==> config.mk <==
export PLATFORM = sky130hd
export DESIGN_NAME = nixie_frame_tx
export DESIGN_NICKNAME = d
export VERILOG_FILES = /design/src/rtl/nixie_pkg.sv /design/src/rtl/nixie_tube_enc.sv /design/src/rtl/nixie_frame_build.sv /design/src/rtl/nixie_serial_out.sv /design/src/rtl/nixie_frame_tx.sv
export SDC_FILE = /design/constraint.sdc
export NUM_CORES = 1
export LEC_CHECK = 0
export ABC_AREA = 1
export BUFFER_PORTS_ARGS = -buffer_cell sky130_fd_sc_hd__clkbuf_2
export CORE_MARGIN = 5
export CORE_UTILIZATION = 55
export DETAILED_ROUTE_END_ITERATION = 10
export GPL_ROUTABILITY_DRIVEN = 0
export PLACE_DENSITY_LB_ADDON = 0.2
export SYNTH_ARGS = -nofsm -noshare
export SYNTH_HDL_FRONTEND = slang
export SYNTH_HIERARCHICAL = 1
export SYNTH_SLANG_ARGS = --single-unit
==> constraint.sdc <==
create_clock -name clk -period 2.4 [get_ports clk]
set_clock_uncertainty 0.15 [all_clocks]
set_input_delay 0.36 -clock clk [delete_from_list [all_inputs] [get_ports clk]]
set_output_delay 0.36 -clock clk [all_outputs]
set_load 0.005 [all_outputs]
==> src/rtl/nixie_pkg.sv <==
package nixie_pkg;
  typedef enum logic [1:0] {
    SER_IDLE  = 2'd0,
    SER_SHIFT = 2'd1,
    SER_LATCH = 2'd2
  } ser_state_t;
endpackage

==> src/rtl/nixie_tube_enc.sv <==
module nixie_tube_enc #(
  parameter int CODE_W  = 4,
  parameter int GROUP_W = 10
) (
  input  logic [CODE_W-1:0]  code_i,
  output logic [GROUP_W-1:0] group_o,
  output logic               pwr_o
);
  localparam logic [CODE_W-1:0] BLANK = {CODE_W{1'b1}};
  localparam int                ZERO_POS = GROUP_W - 1;

  // fold out-of-range codes onto digit zero; blank passes through
  function automatic logic [CODE_W-1:0] clean_code(input logic [CODE_W-1:0] c);
    if (c == BLANK)                     return c;
    if (int'(c) > GROUP_W - 1)          return '0;
    return c;
  endfunction

  // one cathode per digit: zero lives in the top slot, d in slot d-1
  function automatic logic [GROUP_W-1:0] cathode_of(input logic [CODE_W-1:0] c);
    logic [GROUP_W-1:0] g;
    g = '0;
    if (c == BLANK)   g = '0;
    else if (c == '0) g[ZERO_POS] = 1'b1;
    else              g[int'(c) - 1] = 1'b1;
    return g;
  endfunction

  logic [CODE_W-1:0] code_clean;

  always_comb begin
    code_clean = clean_code(code_i);
    group_o    = cathode_of(code_clean);
    pwr_o      = (code_i != BLANK);
  end
endmodule

==> src/rtl/nixie_frame_build.sv <==
module nixie_frame_build #(
  parameter int NUM_TUBES = 4,
  parameter int CODE_W    = 4,
  parameter int GROUP_W   = 10
) (
  input  logic [NUM_TUBES*CODE_W-1:0]  digits_i,
  output logic [NUM_TUBES*GROUP_W-1:0] frame_o,
  output logic [NUM_TUBES-1:0]         pwr_o
);
  for (genvar t = 0; t < NUM_TUBES; t++) begin : g_tube
    nixie_tube_enc #(
      .CODE_W (CODE_W),
      .GROUP_W(GROUP_W)
    ) u_enc (
      .code_i (digits_i[t*CODE_W +: CODE_W]),
      .group_o(frame_o[t*GROUP_W +: GROUP_W]),
      .pwr_o  (pwr_o[t])
    );
  end
endmodule

==> src/rtl/nixie_serial_out.sv <==
module nixie_serial_out
  import nixie_pkg::*;
#(
  parameter int FRAME_W = 40,
  parameter int CLK_DIV = 16
) (
  input  logic               clk,
  input  logic               rst_n,
  input  logic               load_i,
  input  logic [FRAME_W-1:0] frame_i,
  output logic               busy_o,
  output logic               done_o,
  output logic               sclk_o,
  output logic               sdata_o,
  output logic               latch_o
);
  localparam int DIV_W = $clog2(CLK_DIV);
  localparam int BIT_W = $clog2(FRAME_W);
  localparam logic [DIV_W-1:0] DIV_LAST = DIV_W'(CLK_DIV - 1);
  localparam logic [DIV_W-1:0] DIV_HALF = DIV_W'(CLK_DIV / 2);
  localparam logic [BIT_W-1:0] BIT_LAST = BIT_W'(FRAME_W - 1);

  ser_state_t         state;
  logic [DIV_W-1:0]   div_cnt;
  logic [BIT_W-1:0]   bit_cnt;
  logic [FRAME_W-1:0] shreg;
  logic               done_q;

  // named events for the assertions
  logic slot_end;
  logic frame_end;
  assign slot_end  = (div_cnt == DIV_LAST);
  assign frame_end = (state == SER_SHIFT) && slot_end && (bit_cnt == BIT_LAST);

  always_ff @(posedge clk or negedge rst_n) begin
    if (!rst_n) begin
      state   <= SER_IDLE;
      div_cnt <= '0;
      bit_cnt <= '0;
      shreg   <= '0;
      done_q  <= 1'b0;
    end else begin
      done_q <= 1'b0;
      unique case (state)
        SER_IDLE: begin
          if (load_i) begin
            shreg   <= frame_i;
            bit_cnt <= '0;
            div_cnt <= '0;
            state   <= SER_SHIFT;
          end
        end
        SER_SHIFT: begin
          div_cnt <= slot_end ? '0 : div_cnt + DIV_W'(1);
          if (slot_end) begin
            if (bit_cnt == BIT_LAST) begin
              state <= SER_LATCH;
            end else begin
              shreg   <= {shreg[FRAME_W-2:0], 1'b0};
              bit_cnt <= bit_cnt + BIT_W'(1);
            end
          end
        end
        SER_LATCH: begin
          div_cnt <= slot_end ? '0 : div_cnt + DIV_W'(1);
          if (slot_end) begin
            state  <= SER_IDLE;
            done_q <= 1'b1;
          end
        end
        default: state <= SER_IDLE;
      endcase
    end
  end

  assign busy_o  = (state != SER_IDLE);
  assign done_o  = done_q;
  assign sclk_o  = (state == SER_SHIFT) && (div_cnt >= DIV_HALF);
  assign sdata_o = shreg[FRAME_W-1];
  assign latch_o = (state == SER_LATCH);

  // data holds across the whole high phase of the serial clock
  p_data_hold_r7: assert property (@(posedge clk) disable iff (!rst_n)
    (sclk_o && $past(sclk_o)) |-> $stable(sdata_o));

  // idle means clock low and latch low
  p_idle_quiet_r7: assert property (@(posedge clk) disable iff (!rst_n)
    !busy_o |-> (!sclk_o && !latch_o));

  // the latch follows the last bit immediately and never overlaps clocking
  p_latch_follows_r8: assert property (@(posedge clk) disable iff (!rst_n)
    frame_end |=> latch_o);
  p_latch_no_clock_r8: assert property (@(posedge clk) disable iff (!rst_n)
    latch_o |-> !sclk_o);
endmodule

==> src/rtl/nixie_frame_tx.sv <==
module nixie_frame_tx #(
  parameter int NUM_TUBES = 4,
  parameter int CODE_W    = 4,
  parameter int GROUP_W   = 10,
  parameter int CLK_DIV   = 16
) (
  input  logic                        clk,
  input  logic                        rst_n,
  input  logic                        start_i,
  input  logic [NUM_TUBES*CODE_W-1:0] digits_i,
  output logic                        busy_o,
  output logic                        done_o,
  output logic                        sclk_o,
  output logic                        sdata_o,
  output logic                        latch_o,
  output logic [NUM_TUBES-1:0]        pwr_en_o
);
  localparam int FRAME_W = NUM_TUBES * GROUP_W;

  logic [FRAME_W-1:0]   frame_next;
  logic [NUM_TUBES-1:0] pwr_next;
  logic [NUM_TUBES-1:0] pwr_q;
  logic                 start_accept;

  nixie_frame_build #(
    .NUM_TUBES(NUM_TUBES),
    .CODE_W   (CODE_W),
    .GROUP_W  (GROUP_W)
  ) u_build (
    .digits_i(digits_i),
    .frame_o (frame_next),
    .pwr_o   (pwr_next)
  );

  assign start_accept = start_i && !busy_o;

  always_ff @(posedge clk or negedge rst_n) begin
    if (!rst_n)            pwr_q <= '0;
    else if (start_accept) pwr_q <= pwr_next;
  end

  assign pwr_en_o = pwr_q;

  nixie_serial_out #(
    .FRAME_W(FRAME_W),
    .CLK_DIV(CLK_DIV)
  ) u_ser (
    .clk    (clk),
    .rst_n  (rst_n),
    .load_i (start_accept),
    .frame_i(frame_next),
    .busy_o (busy_o),
    .done_o (done_o),
    .sclk_o (sclk_o),
    .sdata_o(sdata_o),
    .latch_o(latch_o)
  );

  p_busy_rise_r9: assert property (@(posedge clk) disable iff (!rst_n)
    start_accept |=> busy_o);
  p_done_single_r9: assert property (@(posedge clk) disable iff (!rst_n)
    done_o |=> !done_o);
  p_done_on_fall_r9: assert property (@(posedge clk) disable iff (!rst_n)
    $fell(busy_o) |-> done_o);
  p_start_ignored_r10: assert property (@(posedge clk) disable iff (!rst_n)
    (start_i && busy_o) |=> ($stable(pwr_en_o) && busy_o));
  p_pwr_hold_r11: assert property (@(posedge clk) disable iff (!rst_n)
    !start_accept |=> $stable(pwr_en_o));
endmodule

# Word level (Yosys, flattened, before mapping)
# Cells that the tools add are included.
# word_totals
output_inout_bits	9
reg_bits	57
elab_cells	131
input_bits	19
# classes
mux	66
n_reduce_logical	19
magnitude_cmp	13
n_addsub	6
n_eq_ne	21
# ops
operator	count
40-bit two-way mux	3
40-bit case mux with 2 select lines	1
4-bit two-way mux	18
10-bit two-way mux	4
4-bit equality test (second input constant)	9
9-bit two-way mux	4
5-bit by 6-bit less-than comparator with 1-bit output (second input constant)	4
1-bit two-way mux	22
5-bit by 1-bit >= comparator with 1-bit output (second input constant)	4
4-bit by 1-bit subtractor with 5-bit output (second input constant)	4
6-bit two-way mux	3
1-bit demux with 4-bit select	4
4-bit greater-than comparator (second input constant)	4
4-bit zero test	4
4-bit inequality test (second input constant)	4
6-bit case mux with 2 select lines	1
2-bit two-way mux	4
4-bit case mux with 2 select lines	1
4-bit AND reduction	2
6-bit by 1-bit adder with 6-bit output (second input constant)	1
6-bit equality test (second input constant)	1
1-bit logical AND	6
2-bit inequality test (second input constant)	3
2-bit case mux with 3 select lines	1
other kinds (10)	13

# Longest topological paths before layout
# logic_depth
depth_word	14
ltp_mapped	15
mapped_depth_nobuf	13

# Modules after synthesis
# The synthesis kept the hierarchy.
# modules_own_cells
mod	instances	cells_each	seq_area_each_um2	area_each_um2
nixie_serial_out	1	276	1326.3	2802.7
nixie_tube_enc (u_build.g_tube[0].u_enc ...)	3	24	0.0	120.1
nixie_frame_tx	1	19	100.1	163.9
nixie_tube_enc (u_build.g_tube[3].u_enc)	1	33	0.0	151.4

# Least setup slack after synthesis
# Ideal clock, no wire load.
# synth_path
path_type	register to register
from	register u_ser.state[0]
to	register u_ser.shreg[31]
t_required_ns	2.128
path_stages_with_launch	16
t_arrival_ns	1.643
slack_ns	0.485
path_cell_list	dfrtp_1 -> inv_1 -> ha_1 -> inv_2 -> inv_1 -> nand2_2 -> inv_1 -> nor2_4 -> inv_2 -> nand2_2 -> inv_2 -> nand2_2 -> buf_6 -> buf_6 -> nand2_2 -> o21ai_2
# synth_between
elab_chain_len	5
# synth_lines
element	line_no	text
start, declared	nixie_serial_out.sv:23	ser_state_t state;
start signal, assigned	nixie_serial_out.sv:37	state <= SER_IDLE;
start signal, assigned	nixie_serial_out.sv:50	state <= SER_SHIFT;
start signal, assigned	nixie_serial_out.sv:57	state <= SER_LATCH;
2-bit nonzero test	nixie_serial_out.sv:76	assign busy_o = (state != SER_IDLE);
via busy_o	nixie_frame_tx.sv:11	output logic busy_o,
1-bit zero test	nixie_frame_tx.sv:35	assign start_accept = start_i && !busy_o;
1-bit logical AND	nixie_frame_tx.sv:35	
via start_accept	nixie_frame_tx.sv:23	logic start_accept;
2-bit inequality test (no source line)	n/a	
4-bit AND reduction (no source line)	n/a	
end signal, assigned	nixie_serial_out.sv:47	shreg <= frame_i;
end signal, assigned	nixie_serial_out.sv:59	shreg <= {shreg[FRAME_W-2:0], 1'b0};
end, declared	nixie_serial_out.sv:26	logic [FRAME_W-1:0] shreg;
# The timed path passes the listed nets, and every way through them passes these cells.
# A chain may end at the register's enable or synchronous reset.

# Worst setup path after layout
# layout_path
from	register u_ser.state[0]
to	register u_ser.shreg[16]
# layout_between
elab_chain_len	5
# layout_lines
element	line_no
2-bit nonzero test	nixie_serial_out.sv:76
1-bit zero test	nixie_frame_tx.sv:35
1-bit logical AND	nixie_frame_tx.sv:35
via start_accept	nixie_frame_tx.sv:23
2-bit inequality test (no source line)	n/a
4-bit AND reduction (no source line)	n/a
# The timed path passes the listed nets, and every way through them passes these cells.

==> impl_metrics.yaml <==
run_status:
  outcome: "finished, final reports clean"
placed_design:
  place_hpwl_mm: 4.67
  port_buffers: 27
  place_ws_ns: 0.277
clock_network:
  clk_path_buf_depth: 2
  clk_pin_slew_ns: 0.06
  cts_tree: "built"
  clock_latency_ns: 0.34
  ctsRootBufferMaster: "clkbuf_8"
  numCtsBuffers: 9
  h-tree-depth: 3
  post-cts-setup-buffer-count: 0
  cts_sinks: 57
pwr:
  p_int_mw: 2.65
  power_density_mw_per_mm2: 1200
  swShare: 0.429
  p_clk_frac: 0.191
  p_switching_mw: 1.99
  p_leak_nw: 1.87
  pwr-share-comb: 0.461
  ir_drop_mv: 0.803
  seq_power_share: 0.349
timing:
  setup_tns_ns: 0
  final_max_slew_viol_count: 0
  setup_viol: 0
  rsz0062_at_grt: "no"
  worst_pin_slew_ns: 0.659
  fmax_mhz: 467
  timing.final.crit_share: 0.891
  period_minus_slack_ns: 2.14
  hold_violations: 0
  setup_ws_ns: 0.261
  maxSlewHeadroom: 0.561
layout:
  antenna_cells: 0
  area_delta_synth_final_pct: 10.9
  layout-drive-gt1-share: 0.286
  fillers: 563
  fin_nets: 454
  final_core_util: 0.618
logic_synthesis:
  yosysWarnings: 6
  ys_ff_latch: 57
  ys_seq_area_frac: 0.410
  synth.distinct_cells: 26
  syn_avg_cell_area_um2: 8.70
  synth_cells: 400
  synth_nets: 425
  syn_area_mm2: 0.00348
hold_path:
  holdPathStages: 3
  hold_start: "start_i"
  hp-class: "input pin to register"
route:
  ant_nets: 0
  dr.pass1.iters: 6
  vias: 2653
  wl_per_cell_um: 12.9
  wl_mm: 6.57
  drc: 0
  via_per_inst: 5.19
  first_iter_violations: 168
critical_path:
  cp-end-kind: "register"
  rr_startpoint: "u_ser/state[0]"
  crit_path_max_fanout: 64
  start_kind: "register"
  startpoint: "u_ser/state[0]"
  cp.arrival_ns: 2.25
  crit_type: "register to register"
  r2r_cells: 14
  cp.required_ns: 2.51
floorplan:
  rows: 29
  core_area_mm2: 0.00624
  start_util: 0.557
  pin_count: 28
  fp.dieW_um: 89.5
  die_h_um: 89.5
  die_area_mm2: 0.00801
grt:
  grt_pass1_wl_mm: 11.4
  grt_pass1_vias: 2588
  antenna_found_initial: 0
  overflow: 0
  gr-usage-all-layers: 0.184
  grt_start_max_net_pins: 65
job:
  drv_cap: 0
final cells by class:
cell class	count	area [um^2]	area share
clock inverter	7	71.3	0.0185
multi-input combinational	290	1770	0.460
inverter	37	139	0.0360
sequential	57	1430	0.370
timing repair buffer	34	228	0.0590
tap	77	96.3	0.0250
clock buffer	9	124	0.0321
state kept, by name, indices dropped and copies added, names as in the netlist:
signal and count:
u_ser/shreg 40, u_ser/bit_cnt 6, pwr_en_o 4, u_ser/div_cnt 4, u_ser/state 2, u_ser/done_o 1
per-stage QoR:
| stage | hold slack (ns) | power [mW] | area (um^2) | std cells |
|---|---|---|---|---|
| 6_report | 0.182 | 4.65 | 3860 | 511 |
| 5_1_grt | 0.183 | 5.02 | 3860 | 511 |
| 3_5_place_dp | 0.278 | 3.79 | 3650 | 494 |
| 2_1_floorplan | -0.0856 | 3.48 | 3480 | 400 |
| 4_1_cts | 0.155 | 4.71 | 3860 | 511 |
| 3_3_place_gp | 0.267 | 3.74 | 3650 | 494 |
power by group through the flow:
stage	registers, mW	logic (mW)	clock network [mW]
after floorplan	1.56	1.92	0
after global placement	1.63	2.12	0
after detailed placement	1.63	2.16	0
after CTS	1.62	2.17	0.920
after global routing	1.67	2.38	0.963
final	1.62	2.14	0.885
synth_stat cells, drive strengths merged:
| master | count | area (um^2) |
|---|---|---|
| a21oi | 5 | 25.0 |
| buf | 12 | 121 |
| dfrtp | 57 | 1430 |
| mux2i | 39 | 390 |
| clkbuf | 4 | 26.3 |
| xor2 | 1 | 8.76 |
| o21ai | 52 | 395 |
| nand2 | 104 | 448 |
| nor2 | 39 | 166 |
| ha | 6 | 75.1 |
| nor3 | 10 | 50.1 |
| inv | 37 | 139 |
| o21bai | 2 | 15.0 |
| nand4 | 5 | 31.3 |
| nand3 | 27 | 160 |
what timing repair did:
| item | 4_1_cts | 5_1_grt |
|---|---|---|
| endpoints found under the hold margin | 23 | 0 |
| hold buffers | 1 | 0 |
| gates resized for setup | 0 | 0 |
worst max-delay path, cell delays in order, from the launching register on:
cell and delay [ns]:
dfrtp_1 0.37, inv_1 0.07, ha_1 0.25, inv_2 0.10, inv_1 0.10, nand2_2 0.11
inv_1 0.07, nor2_4 0.11, inv_2 0.05, nand2_2 0.07, inv_2 0.04, nand2_4 0.08
buf_12 0.28, nand2_1 0.11, o21ai_2 0.06
path summary, 6_finish.rpt:
check	to	slack [ns]
min in group asynchronous	u_ser/shreg[29]	0.42
max reg2reg	u_ser/shreg[16]	0.26
max	u_ser/shreg[16]	0.26
max in group asynchronous	u_ser/shreg[17]	1.06
min	pwr_en_o[3]	0.18
min reg2reg	u_ser/shreg[12]	0.33
cell families after synthesis:
| logic type | Yosys count | synth area share |
|---|---|---|
| and+or+nand+nor | 185 | 0.246 |
| AOI/OAI and AO/OA | 59 | 0.125 |
| DFF | 57 | 0.410 |
| buffers and inverters | 53 | 0.0824 |
| muxes | 39 | 0.112 |
| adders and majority gates | 6 | 0.0216 |
| xor gates and xnor gates | 1 | 0.00252 |
cell usage in the layout, fill, tap and decap left out, drive strengths merged, types with 6 or more instances in the layout:
cell type / netlist / final
nand2: 104 / 104
o21ai: 52 / 52
inv: 37 / 37
clkbuf: 4 / 36
nand3: 27 / 27
nor3: 10 / 10
buf: 12 / 6
mux2i: 39 / 39
nor2: 39 / 39
ha: 6 / 6
dfrtp: 57 / 57
metal layers:
| metal | wire, um | vias up | track usage |
|---|---|---|---|
| li1 | - | 1371 | - |
| met1 | 3100 | 1242 | 0.240 |
| met2 | 3200 | 34 | 0.298 |
| met3 | 195 | 6 | 0.0442 |
| met4 | 72 | 0 | 0.0690 |
| met5 | 0 | - | 0 |
(Power assumes the default switching activity.)
